**src/rtl/run_mon_pkg.sv**
```systemverilog
package run_mon_pkg;
  typedef enum logic [2:0] {
    ST_BLOCK,
    ST_IDLE,
    ST_WINDOW,
    ST_RUN,
    ST_FAULT
  } monState_t;

  typedef struct packed {
    logic winClear;
    logic winCount;
  } winCtrl_t;
endpackage

```
**src/rtl/run_mon_dp.sv**
```systemverilog
module run_mon_dp
  import run_mon_pkg::*;
#(
  parameter int WINDOW_TICKS = 50
) (
  input  logic     clk,
  input  logic     rstN,
  input  logic     tick,
  input  logic     wireRun,
  input  logic     linkValid,
  input  logic     linkRun,
  input  winCtrl_t ctrl,
  output logic     wireNow,
  output logic     linkNow,
  output logic     expire
);
  localparam int CNT_W = (WINDOW_TICKS > 1) ? $clog2(WINDOW_TICKS) : 1;
  localparam logic [CNT_W-1:0] LAST = CNT_W'(WINDOW_TICKS - 1);

  logic             linkHeld;
  logic [CNT_W-1:0] winCnt;

  always_ff @(posedge clk or negedge rstN) begin
    if (!rstN) linkHeld <= 1'b0;
    else if (linkValid) linkHeld <= linkRun;
  end

  assign wireNow = wireRun;
  assign linkNow = linkValid ? linkRun : linkHeld;
  assign expire  = ctrl.winCount && tick && (winCnt == LAST);

  always_ff @(posedge clk or negedge rstN) begin
    if (!rstN) winCnt <= '0;
    else if (ctrl.winClear) winCnt <= '0;
    else if (ctrl.winCount && tick && !expire) winCnt <= winCnt + 1'b1;
  end


  link_hold_chk: assert property (@(posedge clk) disable iff (!rstN)
    !linkValid |=> $stable(linkHeld));


  win_bound_chk: assert property (@(posedge clk) disable iff (!rstN)
    winCnt <= LAST);
endmodule

```
**src/rtl/run_mon_ctrl.sv**
```systemverilog
module run_mon_ctrl
  import run_mon_pkg::*;
#(
  parameter bit ARM_WIRE_ONLY = 1'b0
) (
  input  logic     clk,
  input  logic     rstN,
  input  logic     wireNow,
  input  logic     linkNow,
  input  logic     expire,
  output winCtrl_t ctrl,
  output logic     runValid,
  output logic     runFault
);
  monState_t state, nxt;
  logic bothOn, noneOn, armHit;

  assign bothOn = wireNow && linkNow;
  assign noneOn = !wireNow && !linkNow;

  generate
    if (ARM_WIRE_ONLY) begin : g_wireLed
      assign armHit = wireNow;
    end else begin : g_either
      assign armHit = wireNow || linkNow;
    end
  endgenerate

  always_comb begin
    nxt = state;
    unique case (state)
      ST_BLOCK:  if (noneOn) nxt = ST_IDLE;
      ST_IDLE:   if (bothOn) nxt = ST_RUN;
                 else if (armHit) nxt = ST_WINDOW;
      ST_WINDOW: if (bothOn) nxt = ST_RUN;
                 else if (noneOn) nxt = ST_IDLE;
                 else if (expire) nxt = ST_FAULT;
      ST_RUN:    if (noneOn) nxt = ST_IDLE;
                 else if (!bothOn) nxt = ST_WINDOW;
      ST_FAULT:  nxt = ST_FAULT;
      default:   nxt = ST_BLOCK;
    endcase
  end

  always_ff @(posedge clk or negedge rstN) begin
    if (!rstN) state <= ST_BLOCK;
    else state <= nxt;
  end

  assign ctrl.winClear = (state != ST_WINDOW);
  assign ctrl.winCount = (state == ST_WINDOW);
  assign runValid = (state == ST_RUN) && bothOn;
  assign runFault = (state == ST_FAULT);


  fault_sticky_chk: assert property (@(posedge clk) disable iff (!rstN)
    runFault |=> runFault);


  fault_no_run_chk: assert property (@(posedge clk) disable iff (!rstN)
    runFault |-> !runValid);


  run_entry_chk: assert property (@(posedge clk) disable iff (!rstN)
    $rose(runValid) |-> $past(wireNow && linkNow));


  fault_cause_chk: assert property (@(posedge clk) disable iff (!rstN)
    $rose(runFault) |-> $past(expire));


  cancel_chk: assert property (@(posedge clk) disable iff (!rstN)
    (state == ST_WINDOW && noneOn) |=> (state == ST_IDLE));


  wire_led_chk: assert property (@(posedge clk) disable iff (!rstN)
    (ARM_WIRE_ONLY && state == ST_IDLE && !wireNow) |=> (state != ST_WINDOW));
endmodule

```
**src/rtl/dual_run_monitor.sv**
```systemverilog
module dual_run_monitor
  import run_mon_pkg::*;
#(
  parameter int WINDOW_TICKS  = 50,
  parameter bit ARM_WIRE_ONLY = 1'b0
) (
  input  logic clk,
  input  logic rstN,
  input  logic tick,
  input  logic wireRun,
  input  logic linkValid,
  input  logic linkRun,
  output logic runValid,
  output logic runFault
);
  winCtrl_t winCtrl;
  logic wireNow, linkNow, expire;

  run_mon_dp #(.WINDOW_TICKS(WINDOW_TICKS)) u_dp (
    .clk(clk), .rstN(rstN), .tick(tick), .wireRun(wireRun),
    .linkValid(linkValid), .linkRun(linkRun), .ctrl(winCtrl),
    .wireNow(wireNow), .linkNow(linkNow), .expire(expire)
  );

  run_mon_ctrl #(.ARM_WIRE_ONLY(ARM_WIRE_ONLY)) u_ctrl (
    .clk(clk), .rstN(rstN), .wireNow(wireNow), .linkNow(linkNow),
    .expire(expire), .ctrl(winCtrl), .runValid(runValid), .runFault(runFault)
  );


  reset_quiet_chk: assert property (@(posedge clk)
    !rstN |-> (!runValid && !runFault));
endmodule

```
**config.mk**
```make
export PLATFORM = sky130hd
export DESIGN_NAME = dual_run_monitor
export DESIGN_NICKNAME = d
export VERILOG_FILES = /design/src/rtl/run_mon_pkg.sv /design/src/rtl/run_mon_dp.sv /design/src/rtl/run_mon_ctrl.sv /design/src/rtl/dual_run_monitor.sv
export SDC_FILE = /design/constraint.sdc
export NUM_CORES = 1
export LEC_CHECK = 0
export CAP_MARGIN = 5
export CORE_AREA = 2 2 39 41
export CTS_CLUSTER_DIAMETER = 60
export CTS_CLUSTER_SIZE = 24
export DETAILED_ROUTE_END_ITERATION = 10
export DIE_AREA = 0 0 41 43
export PLACE_DENSITY = 0.74
export SYNTH_ARGS = -nofsm -noshare
export SYNTH_HDL_FRONTEND = slang
export SYNTH_SLANG_ARGS = --single-unit
```
**constraint.sdc**
```tcl
create_clock -name clk -period 1.9 [get_ports clk]
set_input_delay 0.285 -clock clk [delete_from_list [all_inputs] [get_ports clk]]
set_output_delay 0.285 -clock clk [all_outputs]
set_load 0.005 [all_outputs]
```
==> summary.md <==
| Metric | Value |
|---|---|
| Status | `finished, final reports clean` |
| Ratio of total power to cell area | `911 nW/µm²` |
| Clk_skew | `0.00117 ns` |
| Remaining DRCs | `0` |
| RSZ-0062 raised after global routing | `false` |
| Die height | `43 µm` |
| Initial Util | `44.1%` |
| Syn Nets | `72` |
| CTS H-Tree Depth | `1` |
| Max Cap Viol | `0` |
| Combinational Power Share | `33.4%` |
| CTS clk-pin slew, worst paths | `0.06 ns` |
| GR Overflow Total | `0` |
| TritonCTS buffer count | `3` |
| Met3 wire length | `56 µm` |
| Clock sinks | `10` |
| Horiz. Die Dim | `41 µm` |
| ANT cells | `0` |
| Switching power | `0.243 mW` |
| Final Setup Violations | `0` |
| Fraction of layout cells with a size suffix above 1 | `23.0%` |
| # nets final | `86` |
| Max Used Layer | `met4` |
| IO Pins | `8` |
| Most common cell in the netlist | `dfrtp_1` |
| Post-Route Utilization | `54.3%` |
| FILL cells | `131` |
| Initial antenna violation count | `0` |
| Synthesized area | `611 µm²` |
| Placer Congestion | `0.691` |
| Clock power share | `21.1%` |
| Port bufs | `7` |
| Worst setup SP type | `input pin` |
| Rows | `14` |
| Synth warnings | `0` |
| Worst Hold Slack | `0.345 ns` |
| Largest net degree at the start of global routing | `11` |
| Fin crit share | `95.9%` |
| M1 wire length | `501 µm` |
| Storage cell area | `251 µm²` |
| Leakage | `0.331 nW` |
| Hold Fails Final Rpt | `0` |
| Cell Int Power | `0.442 mW` |
| Multi-input gate area | `333 µm²` |
| Syn avg cell area | `9.85 µm²` |
| Worst-skew pair later-pin latency | `0.26 ns` |
| Global-route wire length before repair | `1900 µm` |
| Synth top area share | `41.0%` |
| Hold Path Class | `input pin to async pin` |
| CTS tree | `yes` |
| Req. time, crit path | `2.04 ns` |
| Yosys top cell by area | `dfrtp_1` |
| Total track usage | `16.5%` |
| Synth Register Bits | `10` |
| Number of global-route vias before repair | `456` |
| Routed length on met2 | `575 µm` |
| # hold bufs at CTS | `0` |
| Die ar. | `1760 µm²` |
| Number of enable flip-flop cells after synthesis | `0` |
| Synth top cells by count | `dfrtp_1, nor2_1, inv_1` |
| Pins Over Slew Limit | `0` |
| Core area | `1380 µm²` |
| DRT Wirelength | `1140 µm` |
| Synthesized netlist cell count | `62` |
| Top post-synthesis cells by area | `dfrtp_1, ha_1, nor2_1` |
| Critical Path Sink Type | `flop` |
| Tmin final | `1.82 ns` |
| Distinct cells, synth | `29` |
| Vias/cell | `5.28` |
| ANT nets after route | `0` |
| Seq pwr share | `45.5%` |
| Max Freq | `549 MHz` |
| Top fanout value on the critical path | `3` |
| Sw Share | `35.4%` |
| Slew of the pin with the lowest slew margin | `0.472 ns` |
| CP Data Arrival Time | `1.96 ns` |
| Clock root cell | `clkbuf_4` |
| Average wire per standard cell | `12.6 µm` |
| Max IR drop VDD | `0.555 mV` |
| Crit path kind | `input pin to flop` |
| Clk buf depth | `2` |
| Ys async rst share | `100%` |
| Total iterations of the first detailed-routing run | `4` |
| Post-synth top flop | `dfrtp_1` |
| Initial detailed-routing violation count | `6` |
| Seq/Total Area, Yosys | `41.0%` |
| Vias | `475` |
| Slew HR | `68.4%` |
| HPWL Detailed | `806 µm` |
| Area Growth Syn to Fin | `23.2%` |
cell type report:
class,instances,area share (%)
Multi-Input combinational cell,43,44.3
Sequential cell,10,33.4
Tap cell,16,2.66
Clock buffer,3,3.00
Timing Repair Buffer,12,13.6
Inverter,6,3.00
registers in the layout, summed over array words and instances, names as in the netlist:
signal / flops
u_dp.winCnt: 6
u_dp.linkHeld: 1
u_ctrl.state: 3
per-layer routing:
metal / vias to the layer above / track usage, %
li1: 237 / -
met1: 224 / 19.2
met2: 12 / 25.3
met3: 2 / 4.71
met4: 0 / 10.0
met5: - / 0
timing repair:
action / 4_1_cts / 5_1_grt
resized for setup: 4 / 4
setup endpoints to repair: 1 / 4
buffers inserted: 3 / 0
pin swaps: 1 / 1
kinds of logic after synthesis:
family / synth area share, %
and+or+nand+nor: 18.6
DFF: 41.0
muxes: 5.33
AOI/OAI and AO/OA: 12.5
buffers and inverters: 8.61
xor gates and xnor gates: 5.74
adders and majority gates: 8.20
cells in the final DEF, fill, tap and decap left out, types with 3 or more instances in the layout:
| master | netlist | layout |
|---|---|---|
| dfrtp_1 | 10 | 9 |
| nor2_1 | 8 | 8 |
| clkbuf_4 | 0 | 3 |
| buf_4 | 1 | 5 |
| a21oi_1 | 3 | 3 |
| nand2_1 | 3 | 3 |
| xor2_1 | 3 | 3 |
| inv_1 | 5 | 4 |
| clkdlybuf4s50_1 | 0 | 6 |
per-stage QoR:
step / worst slack (ns) / area, µm² / std cells / TNS [ns] / total power [mW]
2_1_floorplan: 0.358 / 611 / 62 / 0 / 0.518
3_3_place_gp: -0.236 / 686 / 84 / -0.472 / 0.513
3_5_place_dp: -0.258 / 686 / 84 / -0.590 / 0.523
4_1_cts: 0.0491 / 743 / 90 / 0 / 0.681
5_1_grt: 0.0257 / 752 / 90 / 0 / 0.746
6_report: 0.0784 / 752 / 90 / 0 / 0.685
critical path, stage by stage:
cell	delay (ns)
clkdlybuf4s50_1	0.47
mux2i_1	0.21
buf_4	0.13
buf_4	0.10
ha_4	0.20
a32oi_1	0.21
mux2_1	0.35
final timing paths:
check	end	startpoint	slack [ns]	cells after the start
setup / recovery	u_ctrl.state[1]	linkValid	0.08	7
hold / removal	u_dp.winCnt[2]	rstN	0.34	1
setup reg to reg	u_ctrl.state[2]	u_dp.winCnt[1]	0.21	6
hold reg to reg	u_ctrl.state[0]	u_ctrl.state[2]	0.55	1
max in group asynchronous	u_ctrl.state[1]	rstN	1.21	1
min in group clk	u_ctrl.state[0]	u_ctrl.state[2]	0.55	1
power by group through the flow:
stage	sequential (mW)	combinational, mW	clock, mW
2_1_floorplan	0.269	0.249	0
3_3_place_gp	0.309	0.204	0
3_5_place_dp	0.310	0.213	0
4_1_cts	0.307	0.225	0.149
5_1_grt	0.322	0.261	0.162
6_report	0.312	0.229	0.144
Power figures use the tool's default switching activity.
